[src/rtl/flags_pkg.sv]
package flags_pkg;
  localparam int unsigned NUM_OPS   = 8;
  localparam int unsigned OP_SET_IE = 0;
  localparam int unsigned OP_CLR_IE = 1;
  localparam int unsigned OP_SET_DF = 2;
  localparam int unsigned OP_CLR_DF = 3;
  localparam int unsigned OP_RD_LO  = 4;
  localparam int unsigned OP_WR_LO  = 5;
  localparam int unsigned OP_PUSH   = 6;
  localparam int unsigned OP_POP    = 7;

  localparam int unsigned B_CF = 0;
  localparam int unsigned B_PF = 2;
  localparam int unsigned B_AF = 4;
  localparam int unsigned B_ZF = 6;
  localparam int unsigned B_SF = 7;
  localparam int unsigned B_TF = 8;
  localparam int unsigned B_IE = 9;
  localparam int unsigned B_DF = 10;
  localparam int unsigned B_OF = 11;
  localparam int unsigned B_PL = 12;
  localparam int unsigned PL_W = 2;
  localparam int unsigned B_NT = 14;
  localparam int unsigned B_AC = 18;
  localparam int unsigned B_ONE = 1;
  localparam int unsigned MIN_W = B_AC + 1;
endpackage

[src/rtl/flags_priv_gate.sv]
module flags_priv_gate
  import flags_pkg::*;
(
  input  logic [PL_W-1:0] iopl_i,
  input  logic [PL_W-1:0] cpl_i,
  input  logic            ie_op_i,
  output logic            ie_ok_o,
  output logic            iopl_ok_o,
  output logic            gp_req_o
);
  always_comb begin
    ie_ok_o   = (iopl_i >= cpl_i);
    iopl_ok_o = (cpl_i == '0);
    gp_req_o  = ie_op_i && !ie_ok_o;
  end
endmodule

[src/rtl/flags_next.sv]
module flags_next
  import flags_pkg::*;
#(
  parameter int unsigned XLEN = 32
) (
  input  logic [XLEN-1:0] cur_i,
  input  logic            set_ie_i,
  input  logic            clr_ie_i,
  input  logic            set_df_i,
  input  logic            clr_df_i,
  input  logic            wr_lo_i,
  input  logic            pop_i,
  input  logic [XLEN-1:0] data_i,
  input  logic            alu_we_i,
  input  logic [5:0]      alu_flags_i,
  input  logic            ie_ok_i,
  input  logic            iopl_ok_i,
  output logic [XLEN-1:0] nxt_o
);
  localparam logic [XLEN-1:0] WR_MASK = XLEN'(32'h0004_7FD5);
  localparam logic [XLEN-1:0] LO_MASK = XLEN'(32'h0000_00D5);
  localparam logic [XLEN-1:0] ONE_BIT = XLEN'(1) << B_ONE;
  localparam logic [XLEN-1:0] IE_BIT  = XLEN'(1) << B_IE;
  localparam logic [XLEN-1:0] PL_BITS = XLEN'(3) << B_PL;

  logic [XLEN-1:0] pop_mask;
  logic [XLEN-1:0] w;

  always_comb begin
    pop_mask = WR_MASK;
    if (!ie_ok_i)   pop_mask = pop_mask & ~IE_BIT;
    if (!iopl_ok_i) pop_mask = pop_mask & ~PL_BITS;

    w = cur_i;
    if (alu_we_i) begin
      w[B_CF] = alu_flags_i[0];
      w[B_PF] = alu_flags_i[1];
      w[B_AF] = alu_flags_i[2];
      w[B_ZF] = alu_flags_i[3];
      w[B_SF] = alu_flags_i[4];
      w[B_OF] = alu_flags_i[5];
    end
    if (set_ie_i && ie_ok_i) w[B_IE] = 1'b1;
    if (clr_ie_i && ie_ok_i) w[B_IE] = 1'b0;
    if (set_df_i) w[B_DF] = 1'b1;
    if (clr_df_i) w[B_DF] = 1'b0;
    if (wr_lo_i)  w = (w & ~LO_MASK) | (data_i & LO_MASK);
    if (pop_i)    w = (w & ~pop_mask) | (data_i & pop_mask);
    nxt_o = (w & WR_MASK) | ONE_BIT;
  end
endmodule

[src/rtl/flags_trap_unit.sv]
module flags_trap_unit (
  input  logic clk_i,
  input  logic rst_ni,
  input  logic tf_i,
  input  logic ac_i,
  input  logic insn_done_i,
  input  logic misalign_i,
  output logic step_trap_o,
  output logic align_fault_o
);
  always_ff @(posedge clk_i or negedge rst_ni) begin
    if (!rst_ni) begin
      step_trap_o   <= 1'b0;
      align_fault_o <= 1'b0;
    end else begin
      step_trap_o   <= tf_i && insn_done_i;
      align_fault_o <= ac_i && misalign_i;
    end
  end

  AST_STEP_TRAP: assert property (@(posedge clk_i) disable iff (!rst_ni)
    (insn_done_i && tf_i) |=> step_trap_o);
  AST_NO_STEP_TRAP: assert property (@(posedge clk_i) disable iff (!rst_ni)
    !insn_done_i |=> !step_trap_o);
  AST_ALIGN_FAULT: assert property (@(posedge clk_i) disable iff (!rst_ni)
    (misalign_i && ac_i) |=> align_fault_o);
  AST_NO_ALIGN_FAULT: assert property (@(posedge clk_i) disable iff (!rst_ni)
    !ac_i |=> !align_fault_o);
endmodule

[src/rtl/status_flags_reg.sv]
module status_flags_reg
  import flags_pkg::*;
#(
  parameter int unsigned XLEN = 32
) (
  input  logic               clk_i,
  input  logic               rst_ni,
  input  logic [NUM_OPS-1:0] op_i,
  input  logic [XLEN-1:0]    data_i,
  input  logic               alu_we_i,
  input  logic [5:0]         alu_flags_i,
  input  logic [PL_W-1:0]    cpl_i,
  input  logic               insn_done_i,
  input  logic               misalign_i,
  output logic [XLEN-1:0]    flags_o,
  output logic               gp_fault_o,
  output logic               step_trap_o,
  output logic               align_fault_o
);
  localparam logic [XLEN-1:0] RST_VAL = XLEN'(1) << B_ONE;

  logic [XLEN-1:0] flags_q, flags_d;
  logic            ie_ok, iopl_ok, gp_req;

  flags_priv_gate u_gate (
    .iopl_i   (flags_q[B_PL +: PL_W]),
    .cpl_i    (cpl_i),
    .ie_op_i  (op_i[OP_SET_IE] | op_i[OP_CLR_IE]),
    .ie_ok_o  (ie_ok),
    .iopl_ok_o(iopl_ok),
    .gp_req_o (gp_req)
  );

  flags_next #(.XLEN(XLEN)) u_next (
    .cur_i      (flags_q),
    .set_ie_i   (op_i[OP_SET_IE]),
    .clr_ie_i   (op_i[OP_CLR_IE]),
    .set_df_i   (op_i[OP_SET_DF]),
    .clr_df_i   (op_i[OP_CLR_DF]),
    .wr_lo_i    (op_i[OP_WR_LO]),
    .pop_i      (op_i[OP_POP]),
    .data_i     (data_i),
    .alu_we_i   (alu_we_i),
    .alu_flags_i(alu_flags_i),
    .ie_ok_i    (ie_ok),
    .iopl_ok_i  (iopl_ok),
    .nxt_o      (flags_d)
  );

  always_ff @(posedge clk_i or negedge rst_ni) begin
    if (!rst_ni) begin
      flags_q    <= RST_VAL;
      gp_fault_o <= 1'b0;
    end else begin
      flags_q    <= flags_d;
      gp_fault_o <= gp_req;
    end
  end

  flags_trap_unit u_trap (
    .clk_i        (clk_i),
    .rst_ni       (rst_ni),
    .tf_i         (flags_q[B_TF]),
    .ac_i         (flags_q[B_AC]),
    .insn_done_i  (insn_done_i),
    .misalign_i   (misalign_i),
    .step_trap_o  (step_trap_o),
    .align_fault_o(align_fault_o)
  );

  assign flags_o = flags_q;

  // Read-low-byte and push are observational; the image is already on flags_o.
  AST_OPS_ONEHOT: assert property (@(posedge clk_i) disable iff (!rst_ni)
    $onehot0(op_i));
  AST_BIT1_SET: assert property (@(posedge clk_i) disable iff (!rst_ni)
    flags_o[B_ONE]);
  AST_TF_POP_ONLY: assert property (@(posedge clk_i) disable iff (!rst_ni)
    !op_i[OP_POP] |=> $stable(flags_o[B_TF]));
  AST_DENIED_IE: assert property (@(posedge clk_i) disable iff (!rst_ni)
    ((op_i[OP_SET_IE] || op_i[OP_CLR_IE]) && (flags_o[B_PL +: PL_W] < cpl_i))
    |=> (gp_fault_o && $stable(flags_o[B_IE])));
  AST_POP_NO_FAULT: assert property (@(posedge clk_i) disable iff (!rst_ni)
    op_i[OP_POP] |=> !gp_fault_o);
  AST_DF_SET: assert property (@(posedge clk_i) disable iff (!rst_ni)
    op_i[OP_SET_DF] |=> flags_o[B_DF]);
endmodule

[config.mk]
export PLATFORM = sky130hd
export DESIGN_NAME = status_flags_reg
export DESIGN_NICKNAME = d
export VERILOG_FILES = /design/src/rtl/flags_pkg.sv /design/src/rtl/flags_priv_gate.sv /design/src/rtl/flags_next.sv /design/src/rtl/flags_trap_unit.sv /design/src/rtl/status_flags_reg.sv
export SDC_FILE = /design/constraint.sdc
export NUM_CORES = 1
export LEC_CHECK = 0
export BUFFER_PORTS_ARGS = -buffer_cell sky130_fd_sc_hd__buf_2
export CORE_ASPECT_RATIO = 0.8
export CORE_MARGIN = 5
export CORE_UTILIZATION = 32
export CTS_CLUSTER_DIAMETER = 80
export DETAILED_ROUTE_END_ITERATION = 16
export GPL_TIMING_DRIVEN = 0
export PLACE_DENSITY = 0.86
export SLEW_MARGIN = 10
export SYNTH_ARGS = -nofsm -noshare
export SYNTH_HDL_FRONTEND = slang
export SYNTH_SLANG_ARGS = --single-unit
export TNS_END_PERCENT = 20
[constraint.sdc]
create_clock -name clk_i -period 1.2 [get_ports clk_i]
set_input_delay 0 -clock clk_i [delete_from_list [all_inputs] [get_ports clk_i]]
set_output_delay 0 -clock clk_i [all_outputs]
set_load 0.03 [all_outputs]
==> out/qor.yml, run 1 <==
outcome:
  outcome: "complete, but fails checks"
  violations: "negative setup slack"
power:
  p_leak_nw: 0.8115
  p_per_area_mw_per_mm2: 1058
  power.net_switching_uw: 561.5
  comb_power_share_pct: 41.2
  finalPower_mw: 1.582
  p_int_mw: 1.020
  seq_power_share_pct: 40.8
  clockPowerShare_pct: 18.0
  p_sw_share_pct: 35.50
  peakVddDrop_mv: 0.6401
sta:
  setup_violations: 1
  hold_viol: 0
  period_minus_slack_ns: 1.295
  fin_ws_ns: -0.09504
  finalCritPeriodShare_pct: 107.9
  final.setup_skew_ns: 0.008379
  fmax_ghz: 0.7722
  maxSlewViolCount: 0
  rsz0062_at_grt: "yes"
placement:
  dpl.hpwl_um: 1677
  place_congestion: 0.7315
  io_buffers: 46
worst_setup_path:
  rr_startpoint: "flags_o[12]$_DFFE_PN0P_"
  cp-startpoint: "flags_o[12]$_DFFE_PN0P_"
  rr_worst_depth: 5
  rrSetupSlack_ns: -0.1
  cp_data_required_time_ns: 1.37
  cp.arrival_ns: 1.46
  crit_type: "register to register"
  reg2reg_to: "flags_o[9]$_DFF_PN0_"
  crit_end: "flags_o[9]$_DFF_PN0_"
  end_kind: "register"
  critPathLaunchType: "register"
  path_max_fanout: 4
grt:
  grt_usage_pct: 11.17
  grt_pass1_wl_um: 3622
  grt_max_degree: 17
  antenna_found_initial: 0
  grt-ovfl-total: 0
  first_global_vias: 864
route:
  drc: 0
  wl_per_cell_um: 10.60
  met1_length_um: 801
  vias: 828
  routed-wl-met3_um: 210
  routed_via_density: 3.943
  drtIter0Drc: 19
  first_pass_iters: 2
  ant_nets: 0
  routed_wl_um: 2225
  top_layer_used: "met4"
  dr_wl_met2_um: 1169
clock_tree:
  cts_buffer_depth: 2
  cts-root-buf: "clkbuf_4"
  post-cts-setup-buffers: 0
  cts_buffers: 3
  clk_latency_ns: 0.28
  htreeDepth: 1
  clock-sinks: 16
  tritoncts: "built"
  cts_resized: 0
  path_clk_slew_ns: 0.09
logic_synthesis:
  synth_top_area_cell: "dfrtp_1"
  synth_top_area_share_pct: 43.90
  synth_area_um2: 912.1
  syn_inst: 87
  ys_warn_count: 0
  ys_seq_area_share_pct: 43.90
  synth.avg_cell_area_um2: 10.48
  synthTopCellsByArea: "dfrtp_1, buf_4, mux2i_1"
  ys_seq_elements: 16
  synth_cell_types: 25
floorplan:
  core_mm2: 0.002744
  die_x_um: 69.69
  fp.dieH_um: 57.75
  top_level_ports: 88
  dieArea_mm2: 0.004025
  start_util_pct: 33.24
  rows: 17
flow_run:
  maxCapViolCount: 0
layout:
  area_growth_pct: 63.92
  layout-drive-gt1-share_pct: 49.42
  num-fill-cells: 250
  final_net_count: 228
  num_antenna_cells: 0
  post-route-util_pct: 54.49
worst_hold_path:
  min_path_type: "input port to register"
power groups by stage:
stage	Combinational, mW	Sequential (mW)	Clock [mW]
detailed placement	0.608	0.658	0
finish	0.652	0.645	0.285
floorplan	0.321	0.780	0
global placement	0.600	0.656	0
global route	0.706	0.657	0.323
CTS	0.652	0.648	0.303
worst min path at each step:
stage                                    endpoint            from  depth (start not counted)  slack [ns]
after floorplan            flags_o[0]$_DFFE_PN0P_          rst_ni                          0       -0.30
after global placement    flags_o[11]$_DFFE_PN0P_          rst_ni                          1       -0.06
after detailed placement   flags_o[0]$_DFFE_PN0P_          rst_ni                          1       -0.06
after CTS                 flags_o[11]$_DFFE_PN0P_  alu_flags_i[5]                          3      0.0004
after global routing       flags_o[6]$_DFFE_PN0P_  alu_flags_i[3]                          3       0.007
final                      flags_o[2]$_DFFE_PN0P_  alu_flags_i[1]                          3        0.01
what timing repair did:
item | CTS | global route
hold buffers | 17 | 1
endpoints found under the setup margin | 1 | 1
endpoints found under the hold margin | 31 | 1
cell usage in the layout (no fill, tap or decap), drive strengths merged, types with 2 or more instances in the layout:
| cell type | netlist | routed |
|---|---|---|
| ha | 2 | 2 |
| and2 | 2 | 2 |
| inv | 3 | 3 |
| dlygate4sd3 | 0 | 18 |
| or2 | 2 | 2 |
| clkbuf | 0 | 4 |
| buf | 24 | 70 |
| nand2 | 8 | 8 |
| o21ai | 7 | 7 |
| dfrtp | 16 | 16 |
| nor2 | 2 | 2 |
| mux2 | 4 | 4 |
| conb | 2 | 19 |
| mux2i | 6 | 6 |
Yosys cell counts (all sizes together):
master / n
mux2: 4
or2: 2
nand2: 8
ha: 2
a31oi: 1
o211a: 1
buf: 24
a211o: 1
and2: 2
o21ai: 7
o2111ai: 1
inv: 3
nor2: 2
nor3b: 1
conb: 2
mux2i: 6
dfrtp: 16
nand2b: 1
a211oi: 1
o31ai: 1
o2bb2ai: 1
sequential cells by signal, indices dropped and copies added, names as in the netlist:
signal	count
u_trap.step_trap_o	1
gp_fault_o	1
flags_o	13
u_trap.align_fault_o	1
worst max-delay path, stage by stage, from the launching register on:
cell and delay, ns:
dfrtp_2 0.41, inv_2 0.07, ha_4 0.18, nand2b_4 0.15, a211o_1 0.25, o211a_1 0.12
final cells by class:
type	count	area, um2	area share (%)
plain buffers	24	178.9	11.97
multi-input cells	61	417.9	27.95
flip-flops and latches	16	402.9	26.95
inverters	3	11.26	0.7531
repair buffers	64	410.4	27.45
well taps	38	47.55	3.180
clock buffers	4	26.28	1.757
cell families after synthesis:
family                   synth area share, %
buffers and inverters                  20.85
adder cells (fa/ha/maj)                2.743
AO/OA/AOI/OAI                          10.15
multiplexers                           11.93
other                                 0.8234
AND/OR/NAND/NOR                        9.604
flip-flops                             43.90
per-layer routing:
metal / GRT usage, % / up-vias
met5: 0 / -
met4: 2.732 / 0
met3: 4.853 / 4
met2: 21.33 / 41
met1: 11.33 / 359
li1: - / 424
stage by stage:
stage               setup TNS, ns  setup WS, ns  instances  area [um2]  hold slack, ns
finish                   -0.09504      -0.09504        210        1495         0.01131
global route              -0.1504       -0.1504        210        1495        0.006575
floorplan                 -0.1460       -0.1460        104        1011         -0.2956
CTS                       -0.1029       -0.1029        209        1485       0.0003745
global placement         -0.07275      -0.07275        188        1289        -0.06410
detailed placement       -0.08265      -0.08265        188        1289        -0.06467
No activity file was read; power rests on OpenSTA's default activity.
==> run 2, diff against run 1 <==
--- a/config.mk
+++ b/config.mk
@@ -12,7 +12,7 @@
 export CTS_CLUSTER_DIAMETER = 80
 export DETAILED_ROUTE_END_ITERATION = 16
 export GPL_TIMING_DRIVEN = 0
-export PLACE_DENSITY = 0.86
+export PLACE_DENSITY = 0.75
 export SLEW_MARGIN = 10
 export SYNTH_ARGS = -nofsm -noshare
 export SYNTH_HDL_FRONTEND = slang
==> run 2 against run 1 <==
Effect of this change: the flow still finishes with violations (negative setup slack); hold slack improved by 0.014 ns; clock-buffer cell count unchanged; combinational power increased by 3%; global-route usage increased by 1.1 points; sequential power increased by 0.6%; first-iteration DRC count decreased by 68%; power increased by 1.6%; register-to-register slack got worse by 0.03 ns; worst setup slack got worse by 0.027 ns; critical path type unchanged; largest power group unchanged.
==> out/qor.yml, run 2 (synthesis results as in run 1) <==
floorplan:
  rows: 17
  dieArea_mm2: 0.004025
  start_util_pct: 33.24
  top_level_ports: 88
  die_x_um: 69.69
  core_mm2: 0.002744
  fp.dieH_um: 57.75
route:
  vias: 843
  ant_nets: 0
  wl_per_cell_um: 11.51
  routed_via_density: 3.995
  routed_wl_um: 2428
  drtIter0Drc: 6
  first_pass_iters: 3
  drc: 0
sta:
  maxSlewViolCount: 0
  fin_ws_ns: -0.1225
  hold_ws_ns: 0.02529
  setup_violations: 1
  hold_viol: 0
  rsz0062_at_grt: "yes"
  fmax_ghz: 0.7561
  fin_tns_setup_ns: -0.1225
  period_minus_slack_ns: 1.323
  finalCritPeriodShare_pct: 110.2
  final.setup_skew_ns: 0.007132
placement:
  place_congestion: 0.8797
  dpl_worst_slack_ns: -0.09334
  place_area_mm2: 0.001289
  placedCellCount: 188
  io_buffers: 46
  dpl.hpwl_um: 1841
worst_setup_path:
  cp_data_required_time_ns: 1.37
  rrSetupSlack_ns: -0.12
  rr_startpoint: "flags_o[12]$_DFFE_PN0P_"
  cp.arrival_ns: 1.49
  end_kind: "register"
  reg2reg_to: "flags_o[9]$_DFF_PN0_"
  crit_type: "register to register"
  critPathLaunchType: "register"
  path_max_fanout: 4
  rr_worst_depth: 5
power:
  p_per_area_mw_per_mm2: 1070
  finalPower_mw: 1.608
  p_leak_nw: 0.8162
  peakVddDrop_mv: 0.3274
layout:
  post-route-util_pct: 54.77
  layout_commonest_cell: "buf_2"
  layout-drive-gt1-share_pct: 49.71
  final_cell_mix: "buf_2, buf_4, conb_1"
  largest_reg_flops: 13
  final_net_count: 229
  num-fill-cells: 242
  num_antenna_cells: 0
  fin_area_mm2: 0.001503
  area_growth_pct: 64.75
  layoutNonFillerInstCount: 211
clock_tree:
  htreeDepth: 1
  clock-sinks: 16
  tritoncts: "built"
  cts_buffer_depth: 2
  cts_resized: 0
  clk_latency_ns: 0.28
  cts-root-buf: "clkbuf_4"
  path_clk_slew_ns: 0.09
  cts_buffers: 3
grt:
  grt_max_degree: 17
  grt-ovfl-total: 0
  first_global_vias: 915
  grt_usage_pct: 12.26
  grt_pass1_wl_um: 3974
  antenna_found_initial: 0
worst_hold_path:
  hp-start: "alu_flags_i[5]"
  min_path_type: "input port to register"
  min_path_cells: 3
  min_delay_worst_endpoint: "flags_o[11]$_DFFE_PN0P_"
outcome:
  violations: "negative setup slack"
  outcome: "complete, but fails checks"
flow_run:
  maxCapViolCount: 0
run 2: power breakdown:
group | internal, mW | switching [mW]
Combinational | 0.291 | 0.381
Clock | 0.129 | 0.159
Sequential | 0.608 | 0.0409
run 2: metal layers:
metal,part of all wire [%],GRT usage [%],up-vias
li1,-,-,422
met1,37,11.72,373
met2,51,22.96,44
met3,11,5.199,4
met4,1.0,6.011,0
met5,0,0,-
run 2: what timing repair did:
action / in CTS / in global routing
setup buffers: 0 / 1
pin swaps: 0 / 0
hold endpoints to repair: 31 / 0
endpoints found under the setup margin: 1 / 2
hold buffers: 18 / 0
run 2: worst max-delay path: stages, from the launching register on:
cell and delay (ns):
dfrtp_2 0.42, inv_2 0.08, ha_4 0.19, nand2b_4 0.14, a211o_1 0.25, o211a_1 0.12
run 2: worst max-delay path by stage:
stage,startpoint,end,slack (ns),cells past startpoint
after floorplan,flags_o[12]$_DFFE_PN0P_,flags_o[9]$_DFF_PN0_,-0.15,5
after global placement,flags_o[12]$_DFFE_PN0P_,flags_o[9]$_DFF_PN0_,-0.05,5
after detailed placement,flags_o[12]$_DFFE_PN0P_,flags_o[9]$_DFF_PN0_,-0.09,5
after CTS,flags_o[12]$_DFFE_PN0P_,flags_o[9]$_DFF_PN0_,-0.11,5
after global routing,flags_o[12]$_DFFE_PN0P_,flags_o[9]$_DFF_PN0_,-0.16,5
final,flags_o[12]$_DFFE_PN0P_,flags_o[9]$_DFF_PN0_,-0.12,5
run 2: area by class of cell:
| class | count | area (um2) | area share (%) |
|---|---|---|---|
| tap | 38 | 47.55 | 3.164 |
| timing repair buffer | 65 | 417.9 | 27.81 |
| inverter | 3 | 11.26 | 0.7494 |
| buffer | 24 | 178.9 | 11.91 |
| clock buffer | 4 | 26.28 | 1.749 |
| multi-input combinational | 61 | 417.9 | 27.81 |
| sequential | 16 | 402.9 | 26.81 |
